**src/rtl/rtc_pkg.sv**
```systemverilog
package rtc_pkg;
  localparam int NREG = 8;

  // Field value from its stored byte.
  function automatic logic [7:0] fld_dec(input logic [7:0] b, input logic bin);
    logic [7:0] v;
    if (bin) v = b;
    else     v = 8'(b[7:4]) * 8'd10 + 8'(b[3:0]);
    return v;
  endfunction

  // Stored byte from a field value (0..99).
  function automatic logic [7:0] fld_enc(input logic [7:0] v, input logic bin);
    logic [7:0] tens, ones;
    tens = v / 8'd10;
    ones = v % 8'd10;
    if (bin) return v;
    return {tens[3:0], ones[3:0]};
  endfunction

  // Hour byte to 0..23.
  function automatic logic [7:0] hr_dec(input logic [7:0] b, input logic bin, input logic h24);
    logic [7:0] h;
    if (h24) begin
      h = fld_dec(b, bin);
    end else begin
      h = fld_dec({1'b0, b[6:0]}, bin);
      if (h == 8'd12) h = 8'd0;
      if (b[7]) h = h + 8'd12;
    end
    return h;
  endfunction

  // 0..23 to hour byte.
  function automatic logic [7:0] hr_enc(input logic [7:0] h, input logic bin, input logic h24);
    logic [7:0] h12, r;
    if (h24) return fld_enc(h, bin);
    h12 = h % 8'd12;
    if (h12 == 8'd0) h12 = 8'd12;
    r = fld_enc(h12, bin);
    r[7] = (h >= 8'd12);
    return r;
  endfunction

  function automatic logic [7:0] month_len(input logic [7:0] mo, input logic [7:0] yr);
    case (mo)
      8'd4, 8'd6, 8'd9, 8'd11: return 8'd30;
      8'd2:                    return (yr[1:0] == 2'b00) ? 8'd29 : 8'd28;
      default:                 return 8'd31;
    endcase
  endfunction
endpackage

```
**src/rtl/rtc_divider.sv**
```systemverilog
module rtc_divider #(
  parameter int TB_HZ     = 32768,
  parameter int UIP_TICKS = 8
) (
  input  logic       clk,
  input  logic       rst_n,
  input  logic       tick_i,
  input  logic [2:0] div_ctl_i,
  input  logic       set_i,
  input  logic       wr_i,
  output logic       run_o,
  output logic       sec_adv_o,
  output logic       uip_o
);
  localparam int CNT_W = $clog2(TB_HZ);
  localparam logic [CNT_W-1:0] LAST      = CNT_W'(TB_HZ - 1);
  localparam logic [CNT_W-1:0] HALF      = CNT_W'(TB_HZ / 2);
  localparam logic [CNT_W-1:0] UIP_START = CNT_W'(TB_HZ - UIP_TICKS);

  logic [CNT_W-1:0] cnt;
  logic             hold_q;
  logic             dreset;
  logic             release_ev;

  assign dreset     = div_ctl_i[2] & div_ctl_i[1];
  assign run_o      = !set_i && (div_ctl_i <= 3'b010);
  assign release_ev = hold_q && run_o;
  assign sec_adv_o  = run_o && !release_ev && tick_i && (cnt == LAST);
  assign uip_o      = run_o && (cnt >= UIP_START);

  always_ff @(posedge clk or negedge rst_n) begin
    if (!rst_n) begin
      cnt    <= '0;
      hold_q <= 1'b0;
    end else begin
      hold_q <= dreset;
      if (dreset)                cnt <= '0;
      else if (release_ev)       cnt <= HALF;
      else if (set_i && wr_i)    cnt <= '0;
      else if (run_o && tick_i)  cnt <= (cnt == LAST) ? '0 : cnt + 1'b1;
    end
  end

  // an advance is always preceded by the warning window
  p_uip_before_adv_r3: assert property (@(posedge clk) disable iff (!rst_n)
    sec_adv_o |-> uip_o);
  // the warning drops right after the advance
  p_uip_low_after_r3: assert property (@(posedge clk) disable iff (!rst_n)
    sec_adv_o |=> !uip_o);
  // no advance on the edge after the divider was held in reset
  p_no_adv_release_r5: assert property (@(posedge clk) disable iff (!rst_n)
    dreset |=> !sec_adv_o);
endmodule

```
**src/rtl/rtc_calendar.sv**
```systemverilog
module rtc_calendar
  import rtc_pkg::*;
#(
  parameter int ADDR_W = 4
) (
  input  logic                   clk,
  input  logic                   rst_n,
  input  logic                   adv_i,
  input  logic                   bin_i,
  input  logic                   h24_i,
  input  logic                   wr_en_i,
  input  logic [ADDR_W-1:0]      wr_addr_i,
  input  logic [7:0]             wr_data_i,
  output logic                   wr_hit_o,
  output logic [NREG-1:0][7:0]   bank_o
);
  localparam int IDX_W = $clog2(NREG);
  localparam logic [NREG-1:0][7:0] RST_BANK =
    {8'h20, 8'h00, 8'h01, 8'h01, 8'h01, 8'h00, 8'h00, 8'h00};

  logic [NREG-1:0][7:0] bank, nxt;
  logic [7:0] s, mi, h, dw, dm, mo, yr, ce;
  logic [7:0] ns, nmi, nh, ndw, ndm, nmo, nyr, nce;

  assign wr_hit_o = wr_en_i && (wr_addr_i < ADDR_W'(NREG));
  assign bank_o   = bank;

  always_comb begin
    s  = fld_dec(bank[0], bin_i);
    mi = fld_dec(bank[1], bin_i);
    h  = hr_dec(bank[2], bin_i, h24_i);
    dw = fld_dec(bank[3], bin_i);
    dm = fld_dec(bank[4], bin_i);
    mo = fld_dec(bank[5], bin_i);
    yr = fld_dec(bank[6], bin_i);
    ce = fld_dec(bank[7], bin_i);
    ns = s + 8'd1; nmi = mi; nh = h; ndw = dw; ndm = dm; nmo = mo; nyr = yr; nce = ce;
    if (s >= 8'd59) begin
      ns  = 8'd0;
      nmi = mi + 8'd1;
      if (mi >= 8'd59) begin
        nmi = 8'd0;
        nh  = h + 8'd1;
        if (h >= 8'd23) begin
          nh  = 8'd0;
          ndw = (dw >= 8'd7) ? 8'd1 : dw + 8'd1;
          ndm = dm + 8'd1;
          if (dm >= month_len(mo, yr)) begin
            ndm = 8'd1;
            nmo = mo + 8'd1;
            if (mo >= 8'd12) begin
              nmo = 8'd1;
              nyr = yr + 8'd1;
              if (yr >= 8'd99) begin
                nyr = 8'd0;
                nce = (ce >= 8'd99) ? 8'd0 : ce + 8'd1;
              end
            end
          end
        end
      end
    end
    nxt[0] = fld_enc(ns, bin_i);
    nxt[1] = fld_enc(nmi, bin_i);
    nxt[2] = hr_enc(nh, bin_i, h24_i);
    nxt[3] = fld_enc(ndw, bin_i);
    nxt[4] = fld_enc(ndm, bin_i);
    nxt[5] = fld_enc(nmo, bin_i);
    nxt[6] = fld_enc(nyr, bin_i);
    nxt[7] = fld_enc(nce, bin_i);
  end

  always_ff @(posedge clk or negedge rst_n) begin
    if (!rst_n)        bank <= RST_BANK;
    else if (wr_hit_o) bank[wr_addr_i[IDX_W-1:0]] <= wr_data_i;
    else if (adv_i)    bank <= nxt;
  end

  // without an advance or a write the bank is frozen
  p_bank_frozen_r4: assert property (@(posedge clk) disable iff (!rst_n)
    (!adv_i && !wr_hit_o) |=> $stable(bank));
  // an accepted write lands on the next edge
  p_write_lands_r11: assert property (@(posedge clk) disable iff (!rst_n)
    wr_hit_o |=> bank[$past(wr_addr_i[IDX_W-1:0])] == $past(wr_data_i));
endmodule

```
**src/rtl/rtc_event_flag.sv**
```systemverilog
module rtc_event_flag (
  input  logic clk,
  input  logic rst_n,
  input  logic set_i,
  input  logic ack_i,
  output logic flag_o
);
  always_ff @(posedge clk or negedge rst_n) begin
    if (!rst_n)     flag_o <= 1'b0;
    else if (set_i) flag_o <= 1'b1;
    else if (ack_i) flag_o <= 1'b0;
  end

  // set on an advance, set wins over acknowledge
  p_flag_set_r10: assert property (@(posedge clk) disable iff (!rst_n)
    set_i |=> flag_o);
  // acknowledge alone clears
  p_flag_ack_r10: assert property (@(posedge clk) disable iff (!rst_n)
    (ack_i && !set_i) |=> !flag_o);
endmodule

```
**src/rtl/rtc_time_engine.sv**
```systemverilog
module rtc_time_engine
  import rtc_pkg::*;
#(
  parameter int TB_HZ     = 32768,
  parameter int UIP_TICKS = 8,
  parameter int ADDR_W    = 4
) (
  input  logic              clk,
  input  logic              rst_n,
  input  logic              tb_tick,
  input  logic [2:0]        div_ctl,
  input  logic              set_mode,
  input  logic              bin_mode,
  input  logic              hour24,
  input  logic              wr_en,
  input  logic [ADDR_W-1:0] wr_addr,
  input  logic [7:0]        wr_data,
  input  logic              uf_ack,
  output logic              uip,
  output logic              uf,
  output logic [7:0]        t_sec,
  output logic [7:0]        t_min,
  output logic [7:0]        t_hour,
  output logic [7:0]        t_dow,
  output logic [7:0]        t_dom,
  output logic [7:0]        t_mon,
  output logic [7:0]        t_year,
  output logic [7:0]        t_cent
);
  logic                 run_w;
  logic                 sec_adv_w;
  logic                 wr_hit_w;
  logic [NREG-1:0][7:0] bank_w;

  rtc_divider #(.TB_HZ(TB_HZ), .UIP_TICKS(UIP_TICKS)) u_div (
    .clk(clk), .rst_n(rst_n), .tick_i(tb_tick), .div_ctl_i(div_ctl),
    .set_i(set_mode), .wr_i(wr_hit_w), .run_o(run_w),
    .sec_adv_o(sec_adv_w), .uip_o(uip)
  );

  rtc_calendar #(.ADDR_W(ADDR_W)) u_cal (
    .clk(clk), .rst_n(rst_n), .adv_i(sec_adv_w), .bin_i(bin_mode),
    .h24_i(hour24), .wr_en_i(wr_en), .wr_addr_i(wr_addr),
    .wr_data_i(wr_data), .wr_hit_o(wr_hit_w), .bank_o(bank_w)
  );

  rtc_event_flag u_uf (
    .clk(clk), .rst_n(rst_n), .set_i(sec_adv_w), .ack_i(uf_ack), .flag_o(uf)
  );

  assign t_sec  = bank_w[0];
  assign t_min  = bank_w[1];
  assign t_hour = bank_w[2];
  assign t_dow  = bank_w[3];
  assign t_dom  = bank_w[4];
  assign t_mon  = bank_w[5];
  assign t_year = bank_w[6];
  assign t_cent = bank_w[7];

  // advances only happen in a running setting
  p_adv_only_running_r2: assert property (@(posedge clk) disable iff (!rst_n)
    sec_adv_w |-> (run_w && tb_tick));
  // status is low under SET
  p_set_uip_low_r4: assert property (@(posedge clk) disable iff (!rst_n)
    set_mode |-> !uip);
endmodule

```
**config.mk**
```make
export PLATFORM = sky130hd
export DESIGN_NAME = rtc_time_engine
export DESIGN_NICKNAME = d
export VERILOG_FILES = /design/src/rtl/rtc_pkg.sv /design/src/rtl/rtc_divider.sv /design/src/rtl/rtc_calendar.sv /design/src/rtl/rtc_event_flag.sv /design/src/rtl/rtc_time_engine.sv
export SDC_FILE = /design/constraint.sdc
export NUM_CORES = 1
export LEC_CHECK = 0
export BUFFER_PORTS_ARGS = -buffer_cell sky130_fd_sc_hd__buf_2
export CAP_MARGIN = 5
export CORE_UTILIZATION = 50
export DETAILED_ROUTE_END_ITERATION = 7
export GPL_TIMING_DRIVEN = 0
export PLACE_DENSITY = 0.74
export SYNTH_ARGS = -nofsm -noshare
export SYNTH_HDL_FRONTEND = slang
export SYNTH_SLANG_ARGS = --single-unit
```
**constraint.sdc**
```tcl
create_clock -name clk -period 10.55 [get_ports clk]
set_clock_uncertainty 0.2 [all_clocks]
set_input_delay 0.5275 -clock clk [delete_from_list [all_inputs] [get_ports clk]]
set_output_delay 0.5275 -clock clk [all_outputs]
set_load 0.01 [all_outputs]
```
# Word-level counts from Yosys, hierarchy flattened
# Index checks and enable logic that the tools add are counted.
# totals
register_bits,81
wordCells,187
# classes
add_sub_neg,19
mux,89
reduce_logical,18
n_lt_le_gt_ge,14
multipliers,9
n_eq_ne,7
div,19
n_bitwise,1
# ops
operator,count
8-bit 2-to-1 mux,70
64-bit 2-to-1 mux,2
"8-bit by 4-bit modulo with 8-bit output, second input constant",10
15-bit 2-to-1 mux,5
"8-bit by 4-bit divider with 8-bit output, second input constant",9
"8-bit by 1-bit adder with 8-bit output, second input constant",8
8-bit by 4-bit adder with 8-bit output,8
64-bit bitwise mux,1
"4-bit by 3-bit multiplier with 7-bit output, second input constant",8
8-bit demux with 3-bit select,1
"8-bit by 4-bit equality test with 1-bit output, second input constant",3
"8-bit by 3-bit equality test with 1-bit output, second input constant",2
"8-bit by 4-bit greater-or-equal comparator with 1-bit output, second input constant",2
"8-bit by 6-bit greater-or-equal comparator with 1-bit output, second input constant",2
"8-bit by 7-bit greater-or-equal comparator with 1-bit output, second input constant",2
8-bit case mux with 2 select lines,1
"15-bit by 1-bit adder with 15-bit output, second input constant",1
"15-bit equality test, second input constant",1
"15-bit greater-or-equal comparator, second input constant",1
7-bit 2-to-1 mux,2
1-bit logical AND,10
7-bit by 4-bit adder with 8-bit output,1
"8-bit by 4-bit adder with 8-bit output, second input constant",1
"8-bit by 2-bit equality test with 1-bit output, second input constant",1
other kinds (16),24

# Logic depth before layout (Yosys ltp)
# Gate-level depths: netlist (run 1).
# depth
word_depth,23
ltp_mapped,45
mapped_depth_nobuf,37

# By module
# A second synthesis (run 1) with hierarchy kept.
# unflattened
cells_unflattened,1830
area_unflattened_um2,13625.6
# modules_own_cells
module,cells_per_inst,area_each_um2,instances
rtc_calendar,1721,12548.3,1
rtc_divider,106,1041.0,1
rtc_event_flag,3,36.3,1

# Least setup slack after synthesis (run 1)
# Ideal clock, no wire load.
# synth_timing
path_kind,input port to flip-flop
from,input bin_mode
to,"register u_cal.bank, in the netlist u_cal.bank_o[18]"
n_path_buf,10
t_required_ps,10222
setup_ps,128
slack_ps,1555
cell_stages,41
arrival_time_ps,8666
cell_sequence,buf_6 buf_6 buf_4 buf_4 clkbuf_1 buf_2 buf_2 buf_2 mux2_2 ha_1 nor2_1 a31oi_1 a211oi_4 a211oi_4 and3_1 buf_4 xnor2_4 nand2_1 [... 5 more ...] or2_4 nor3_1 ha_1 clkbuf_1 o311a_4 ha_1 nand2b_1 nand2_1 xor2_2 ha_1 nand2_1 or3_1 o2111ai_4 mux2_4 a21oi_1 mux2_1 a211oi_1 o31ai_1
# synth_via
elab_chain_cells,21
# synth_rtl
element,line,text
from (decl),rtc_time_engine.sv:13,"input logic bin_mode,"
8-bit 2-to-1 mux,rtc_pkg.sv:7,if (bin) v = b;
8-bit 2-to-1 mux,rtc_pkg.sv:24,if (h24) begin
8-bit by 4-bit equality test with 1-bit output,rtc_pkg.sv:28,if (h == 8'd12) h = 8'd0;
8-bit 2-to-1 mux,rtc_pkg.sv:28,
8-bit 2-to-1 mux,rtc_pkg.sv:24,
8-bit by 4-bit adder with 8-bit output,rtc_pkg.sv:29,if (b[7]) h = h + 8'd12;
8-bit 2-to-1 mux,rtc_pkg.sv:29,
8-bit 2-to-1 mux,rtc_pkg.sv:24,
[... 5 more ...],--,
8-bit logical NOT,rtc_pkg.sv:39,if (h12 == 8'd0) h12 = 8'd12;
8-bit 2-to-1 mux,rtc_pkg.sv:39,
8-bit 2-to-1 mux,rtc_pkg.sv:38,h12 = h % 8'd12;
8-bit by 4-bit modulo with 8-bit output or 7-bit 2-to-1 mux (tied branches),"rtc_pkg.sv:16, rtc_pkg.sv:17",
7-bit 2-to-1 mux,rtc_pkg.sv:18,"return {tens[3:0], ones[3:0]};"
8-bit 2-to-1 mux *,rtc_pkg.sv:38,
64-bit 2-to-1 mux *,rtc_calendar.sv:76,else if (adv_i) bank <= nxt;
64-bit 2-to-1 mux *,rtc_calendar.sv:75,else if (wr_hit_o) bank[wr_addr_i[IDX_W-1:0]] <= wr_data_i;
"to (signal, indexed assignment)",rtc_calendar.sv:75,
to (signal assigned),rtc_calendar.sv:76,
to (decl),rtc_calendar.sv:21,"logic [NREG-1:0][7:0] bank, nxt;"
# Mark *: on every way between the ends. The rest lies on a longest branch, timed or not. The select of a mux whose other input is x is not followed.
# A chain may end at the register's enable or synchronous reset.

# Worst setup path in the final report (run 1)
# Ends and elaborated chain as after synthesis.

==> results.md, run 1 <==
Run status:
- The run finished with clean final reports.

Logic synthesis:
- Of the synthesized area, sequential elements account for 0.154.
- The count of yosys warnings during synthesis is 0.
- The cell count after synthesis came out at ~1.8k.
- Yosys mapped a number of flops with a built-in enable equal to 0.
- After synthesis the cells add up to about 13000 µm².
- The synthesized netlist net count is around 1.9k.
- The share of synthesized registers carrying an async set or reset is 1.00.
- After synthesis, the netlist uses 119 different library cells.
- The dominant register cell in the synthesized netlist is sky130_fd_sc_hd__dfrtp_1.
- The flop and latch count out of synthesis is 81.
- The library cell with the largest summed area after synthesis is sky130_fd_sc_hd__dfrtp_1.
- Each instance of the synthesized netlist takes up on average 7.46 µm².
- Of the post-synthesis cell area, the dominant cell type holds 0.146.
- Yosys attributes the largest share of cell area to sky130_fd_sc_hd__dfrtp_1 (15%), sky130_fd_sc_hd__ha_1 (8.8%), sky130_fd_sc_hd__o21ai_0 (6.1%).

Global routing:
- The via count of the first global-routing pass is approximately 13k.
- The initial antenna violation count is 0.
- The first global-routing pass estimated about 69 mm of wire.
- Entering global routing, the biggest net connects 47 pins.
- The overall overflow remaining after global route is 0.
- Across every metal layer, demand over resource in global routing totals 0.318.

Detailed routing:
- The violation count after the first detailed-route iteration is 1517.
- In this run the remaining antenna-violating nets after routing total 0.
- The first TritonRoute pass finished after 6 iterations.
- The final wirelength is about 44 mm.
- The number of vias per cell after detailed routing is approximately 6.6.
- The post-detailed-route DRC marker count is 0.
- Dividing the detail-routed wire length by the instance count gives 19.9 µm.
- The count of vias placed by the detailed router is 14.6k.

Setup path:
- The number of cells on the worst reg-to-reg path is 35.
- Of all nets on the critical path, the largest fanout is 19.
- Across all register-to-register paths, the minimum setup slack is around 0.59 ns.
- By startpoint and endpoint, the worst setup path is classified as in2reg.
- Counting stages on the worst path, the most repeated cell is sky130_fd_sc_hd__ha_1.
- The startpoint of the worst register-to-register path is u_cal.bank_o[22].
- The cell with the largest stage delay on the worst path is sky130_fd_sc_hd__or3_1.
- STA classifies the critical path startpoint as a primary input.
- The critical path data arrival time is 10.05 ns.
- The data required time of the critical path is ~11 ns.
- The worst setup path is captured at a register.
- In this design, the stage delay of the slowest critical-path cell is roughly 0.44 ns.
- The worst register-to-register path ends at u_cal.bank_o[18].

STA:
- The post-route setup TNS is 0 ns.
- The final number of max-transition violations is 0.
- For the pin with the worst max-slew slack, the measured transition is roughly 1.1 ns.
- The worst path needs around 10 ns of the cycle, external delays included.
- The final number of hold-violating endpoints is 0.
- Setup repair after global routing left no endpoint under its margin.
- The fmax is about 100 MHz.
- Setup violations remaining at the end of the flow were counted as 0.
- The final critical-path share of the clock period is 0.951.
- The worst slew slack as a fraction of its limit is 0.293.

Cells and area:
- The number of antenna diodes in the final layout is 0.
- The layout net count is 1993.
- The finished cells cover around 14000 µm².
- Compared with the post-synthesis result, the final layout area differs by 8.99%.
- The finished layout holds approximately 2.2k standard cells, fillers aside.
- In the final layout, the share of cells above drive strength 1 is 0.120.
- At the end of the flow the core is filled with cells to 0.554.

Floorplan:
- The initial utilization of the core area, before any placement, comes to 0.508.
- The die area is 27100 µm².
- The die is 164 µm tall.
- The region available for standard cell placement spans around 26000 µm².
- Pin placement for this block handled ~90 I/O pins.
- The floorplan step set the die width to approximately 160 µm.
- The floorplan has 59 rows.

Clock network:
- TritonCTS built the clock tree.
- The later pin in the worst-skew pair is clocked with a latency of 0.36 ns.
- The number of buffers inserted during clock tree synthesis is 9.
- The H-tree generated during clock tree synthesis spans 3 levels.
- The clock transition at the registers of the reported paths is ~0.06 ns.
- The clock passes through at most 2 buffers.
- The master cell of the clock root buffer is sky130_fd_sc_hd__clkbuf_16.
- The total clock sinks is slightly above 80.

Hold path:
- Counting instances, the worst hold path has a depth of 2.
- The hold path startpoint is uf_ack.
- The class of the tightest hold or removal check is in2reg.
- The endpoint with the worst hold slack is u_uf.flag_o.

Placement:
- The global placer's final weighted congestion is 0.991.
- The detailed placement HPWL is about 33 mm.
- The standard cell area after detailed placement is between 10000 and 15000 µm².
- The number of buffers added on ports is 79.
- The number of placed instances, taps included is 2184.

Power:
- Dividing total power by cell area gives a power density of 286 nW/µm².
- The largest voltage drop on the vdd net is between 0.0001 and 0.00015 V.
- The leakage power of the design is 0.00589 µW.

Run:
- The max-cap check violation count is 0.
==> cell families after synthesis <==
logic type,after synthesis,share of synthesized area
flops,81,0.154
compound gates,674,0.351
other cells,1,0.000284
fa+ha+maj,116,0.118
simple gates,629,0.230
mux,52,0.0425
xor+xnor,88,0.0621
buf+inv,128,0.0417
==> cells in the mapped netlist (all sizes together), types with 9 or more instances <==
library cell / count
clkbuf: 42
and3: 22
ha: 93
o21ai: 189
xor2: 18
nand2b: 22
o22ai: 16
mux2: 23
o31ai: 21
fa: 16
nand4: 14
nor3: 39
a221o: 9
buf: 39
a31oi: 29
xnor2: 70
dfrtp: 77
nor4: 12
nor3b: 9
nand3: 63
a22oi: 55
a21o: 26
or3: 17
nand2: 188
and2: 18
nor2b: 21
a211oi: 27
a21oi: 142
o21a: 23
a32oi: 9
o211ai: 20
mux2i: 29
inv: 47
nor2: 173
==> layout by cell type (no fill, tap or decap), drive strengths merged, types with 16 or more instances in the layout <==
| cell | synthesis | routed |
|---|---|---|
| dfrtp | 77 | 77 |
| and3 | 22 | 22 |
| xnor2 | 70 | 70 |
| mux2 | 23 | 23 |
| nor2 | 173 | 173 |
| a21o | 26 | 26 |
| nand2b | 22 | 22 |
| or3 | 17 | 17 |
| nand2 | 188 | 188 |
| nor3 | 39 | 39 |
| xor2 | 18 | 18 |
| o31ai | 21 | 21 |
| nor2b | 21 | 21 |
| fa | 16 | 16 |
| a21oi | 142 | 142 |
| nand3 | 63 | 63 |
| a211oi | 27 | 27 |
| clkbuf | 42 | 54 |
| o21ai | 189 | 189 |
| mux2i | 29 | 29 |
| a22oi | 55 | 55 |
| o22ai | 16 | 16 |
| a31oi | 29 | 29 |
| buf | 39 | 119 |
| and2 | 18 | 18 |
| o21a | 23 | 23 |
| inv | 47 | 47 |
| ha | 93 | 93 |
| o211ai | 20 | 20 |
==> worst max path at each step <==
stage	start	to	cells after the start
floorplan	bin_mode	u_cal.bank_o[18]	41
global placement	bin_mode	u_cal.bank_o[18]	42
detailed placement	bin_mode	u_cal.bank_o[18]	42
CTS	bin_mode	u_cal.bank_o[18]	41
global route	bin_mode	u_cal.bank_o[18]	43
finish	bin_mode	u_cal.bank_o[18]	41
==> sequential cells by signal (all words and copies together) (netlist names) <==
register,count
u_cal.bank_o,64
u_div.cnt,15
u_div.hold_q,1
u_uf.flag_o,1
==> worst max-delay path, delay by kind of cell <==
family | cells | cell delay, ns
fa+ha+maj | 5 | 1.22
xor+xnor | 2 | 0.52
mux | 3 | 0.92
buf+inv | 10 | 2.21
compound gates | 11 | 2.44
simple gates | 10 | 2.19
==> per-stage QoR <==
stage                     hold slack, ns  setup WS, ns  power [µW]
after floorplan                   0.0319          1.56        2990
after CTS                          0.156         0.105        4040
after detailed placement           0.286        -0.836        3690
after global routing               0.168       0.00228        4460
final                              0.160         0.521        4110
after global placement             0.275        -0.812        3590
==> what timing repair did <==
action / 4_1_cts / 5_1_grt
gates resized for setup: 1 / 7
hold buffers: 1 / 0
setup buffers: 0 / 2
pin swaps: 0 / 2
endpoints found under the hold margin: 32 / 0
setup endpoints to repair: 4 / 4
==> metal layers <==
metal	share of wire	wire length (µm)	track usage
met2	0.46	19900	0.513
met1	0.43	18900	0.434
met5	0	0	0
met3	0.082	3570	0.0409
met4	0.030	1330	0.115
==> where the power goes <==
| part | total, µW | leakage, µW | switching [µW] | internal [µW] |
|---|---|---|---|---|
| sequential | 485 | 0.00103 | 117 | 368 |
| combinational | 3290 | 0.00471 | 2000 | 1300 |
| clock | 337 | 0.000141 | 141 | 197 |
==> area by class of cell <==
cell class                      instances  area, µm²
Clock buffer                           12        256
Clock inverter                          4       52.6
Tap cell                              335        419
Inverter                               47        176
Sequential cell                        81       2030
Multi-Input combinational cell       1560      10600
Fill cell                            2531      11600
Buffer                                 79        375
Timing Repair Buffer                   83        450
No activity file was read; power rests on OpenSTA's default activity.
==> run 2: changes to the inputs <==
--- a/config.mk
+++ b/config.mk
@@ -5,12 +5,13 @@
 export SDC_FILE = /design/constraint.sdc
 export NUM_CORES = 1
 export LEC_CHECK = 0
-export BUFFER_PORTS_ARGS = -buffer_cell sky130_fd_sc_hd__buf_2
-export CAP_MARGIN = 5
+export CAP_MARGIN = 10
 export CORE_UTILIZATION = 50
 export DETAILED_ROUTE_END_ITERATION = 7
+export DONT_BUFFER_PORTS = 1
 export GPL_TIMING_DRIVEN = 0
-export PLACE_DENSITY = 0.74
+export PLACE_DENSITY = 0.71
+export REMOVE_ABC_BUFFERS = 1
 export SYNTH_ARGS = -nofsm -noshare
 export SYNTH_HDL_FRONTEND = slang
 export SYNTH_SLANG_ARGS = --single-unit
==> run 2 against run 1 <==
- fmax grew 1.6%
- routed wire length shrank 10%
- sequential power grew 7.0%
- worst setup slack gained 0.16 ns
- first-iteration DRC count shrank 24%
- core utilization shrank 2.7 points
- critical path depth shrank 5
==> results.md, run 2 (synthesized netlist as in run 1, its figures left out) <==
Run status:
- Run status: complete, no violations (unchanged).

STA:
- The final critical-path share of the clock period is 0.936 (was 0.951).
- The final-layout worst hold slack is 0.0865 ns (was 0.160 ns).
- The setup-violating endpoint count in the final report was 0 (unchanged).
- The final number of hold-violating endpoints was 0 (unchanged).
- RSZ-0062 raised after global routing: false (unchanged).
- The transition time of the tightest slew-check pin is 1.23 ns (was 1.06 ns).
- The smallest setup slack after layout is 0.680 ns (was 0.521 ns).
- The minimum period implied by the final worst setup slack is 9.87 ns (was 10.03 ns).
- The final number of max-transition violations is 0 (unchanged).
- The post-route setup TNS is 0 ns (unchanged).
- The worst slew slack as a fraction of its limit was 0.174 (was 0.293).
- The fmax was 101 MHz (was 99.7 MHz).

Global routing:
- The overall overflow remaining after global route is 0 (unchanged).
- The combined global-route utilization of all metal layers is 0.290 (was 0.318).
- The global-route wire length before repair came to 63.7 mm (was 68.7 mm).
- The via count of the first global-routing pass is 12.7k (was 13.2k).
- The largest net degree at the start of global routing is 176 (was 47).
- The initial antenna violation count came to 0 (unchanged).

Setup path:
- The critical path endpoint category is a register (unchanged).
- The path type of the worst setup path was reg2reg (was in2reg).
- The data required time of the critical path came to 10.57 ns (about the same).
- The critical path data arrival time is 9.89 ns (was 10.05 ns).
- The cell with the largest stage delay on the worst path is sky130_fd_sc_hd__fa_1 (was sky130_fd_sc_hd__or3_1).
- The number of cells on the worst reg-to-reg path was 36 (was 35).
- The maximum fanout encountered on the critical timing path is 17 (was 19).
- The critical path launch point type is a register (was primary input).
- The highest cell delay on the worst timing path is 0.58 ns (was 0.44 ns).
- The cell repeated most along the worst path is sky130_fd_sc_hd__ha_1 (unchanged).

Clock network:
- The maximum level of the CTS H-tree is 3 (unchanged).
- The number of buffers inserted during clock tree synthesis came to 9 (unchanged).
- The clock latency at the later pin of the worst-skew pair is 0.35 ns (was 0.36 ns).
- The number of setup buffers added after CTS is 0 (unchanged).
- The buffer depth of the longest clock path is 2 (unchanged).
- The total clock sinks was 81 (unchanged).
- The clock tree from TritonCTS is done (unchanged).
- The master cell of the clock root buffer was sky130_fd_sc_hd__clkbuf_16 (unchanged).
- The clock transition at the registers of the reported paths is 0.07 ns (was 0.06 ns).

Floorplan:
- The floorplan core area was 26000 µm² (unchanged).
- The die height is 164 µm (unchanged).
- The die area is 27100 µm² (unchanged).
- The starting density of the core is 0.508 (unchanged).
- The number of standard-cell rows in the floorplan was 59 (unchanged).
- The count of pins on the block boundary is 89 (unchanged).
- The width of the die is 164 µm (unchanged).

Hold path:
- The number of instances on the worst hold path was 1 (was 2).
- The class of the tightest hold or removal check is in2reg (unchanged).

Cells and area:
- The ratio of cells with drive above 1 in the final layout is 0.0754 (was 0.120).
- The count of antenna diodes in the layout is 0 (unchanged).
- The growth of design area from synthesis to finish is 3.64% (was 8.99%).
- The layout net count is 1839 (was 1993).
- Most frequent cells in the layout: sky130_fd_sc_hd__nand2_1 (187), sky130_fd_sc_hd__nor2_1 (169), sky130_fd_sc_hd__o21ai_0 (160), sky130_fd_sc_hd__a21oi_1 (136), sky130_fd_sc_hd__ha_1 (93) (was sky130_fd_sc_hd__nand2_1 (187), sky130_fd_sc_hd__nor2_1 (171), sky130_fd_sc_hd__o21ai_0 (161), sky130_fd_sc_hd__a21oi_1 (136), sky130_fd_sc_hd__ha_1 (93)).
- The most common cell after layout, fill and taps aside was sky130_fd_sc_hd__nand2_1 (unchanged).
- The flip-flop count of the largest register after layout is 64 (unchanged).

Power:
- The power density relative to cell area is 286 nW/µm² (about the same).
- The largest voltage drop on the vdd net came to 0.000135 V (was 0.000120 V).
- The leakage power of the design came to 0.00538 µW (was 0.00589 µW).
- The post-route total power is 3920 µW (was 4110 µW).

Detailed routing:
- The routed length per placed instance is 19.1 µm (was 19.9 µm).
- The post-detailed-route DRC marker count is 0 (unchanged).
- The violation count after the first detailed-route iteration came to 1158 (was 1517).
- The number of vias per cell after detailed routing is 6.70 (was 6.62).
- The length of the first detailed-routing pass in iterations was 8 (was 6).
- The count of vias placed by the detailed router was 13.7k (was 14.6k).
- The remaining antenna violation count is 0 (unchanged).
- The final wirelength is 39.2 mm (was 43.7 mm).

Run:
- The max-cap check violation count is 0 (unchanged).

Placement:
- The detailed placement HPWL is 28.5 mm (was 32.9 mm).
- The global placer's final weighted congestion is 0.919 (was 0.991).
- The number of buffers added on ports was 0 (was 79).
- The worst setup slack after placement is 0.596 ns (was -0.836 ns).
## run 2: metal layers
metal  GRT usage  up-vias  wire (µm)
met5           0        -          0
met3      0.0540       98       3060
met4       0.124        0       1420
met2       0.471      500      17900
met1       0.377     6558      16800
li1            -     6563          -
## run 2: where the power goes
part	internal [µW]	switching (µW)	leakage (µW)
Combinational	1230	1850	0.00421
Sequential	367	152	0.00104
Clock	164	147	0.000139
## run 2: layout make-up
class / count / area (µm²)
fill: 2484 / 12300
multi-input combinational: 1560 / 10600
sequential: 81 / 2030
tap: 335 / 419
clock buffer: 9 / 225
inverter: 47 / 176
timing repair buffer: 8 / 120
clock inverter: 7 / 58.8
## run 2: critical path: cells and delay by family (launching register included)
kind / cells / cell delay, ns
AOI/OAI and AO/OA: 8 / 1.89
xor gates and xnor gates: 4 / 0.93
adders and majority gates: 6 / 2.07
buffers and inverters: 1 / 0.12
DFF: 1 / 0.51
muxes: 5 / 1.71
and+or+nand+nor: 12 / 2.29
## run 2: path summary, 6_finish.rpt
check / from / to / slack (ns)
worst max-delay path: u_cal.bank_o[5] / u_cal.bank_o[18] / 0.68
worst min register to register: u_div.cnt[8] / u_div.cnt[8] / 0.28
min in group asynchronous: rst_n / u_cal.bank_o[63] / 0.49
max in group asynchronous: rst_n / u_cal.bank_o[32] / 9.23
worst min-delay path: uf_ack / u_uf.flag_o / 0.09
worst max register to register: u_cal.bank_o[5] / u_cal.bank_o[18] / 0.68
## run 2: stage by stage
| stage | std cells | area [µm²] | util |
|---|---|---|---|
| detailed placement | 2028 | 13300 | 0.513 |
| global route | 2047 | 13700 | 0.526 |
| floorplan | 1688 | 12800 | - |
| CTS | 2046 | 13700 | 0.526 |
| finish | 2047 | 13700 | 0.526 |
| global placement | 2023 | 13200 | 0.510 |
## run 2: timing repair
action / 4_1_cts / 5_1_grt
hold buffers: 2 / 0
hold endpoints to repair: 81 / 0
setup endpoints to repair: 0 / 4
gates resized for setup: 0 / 5
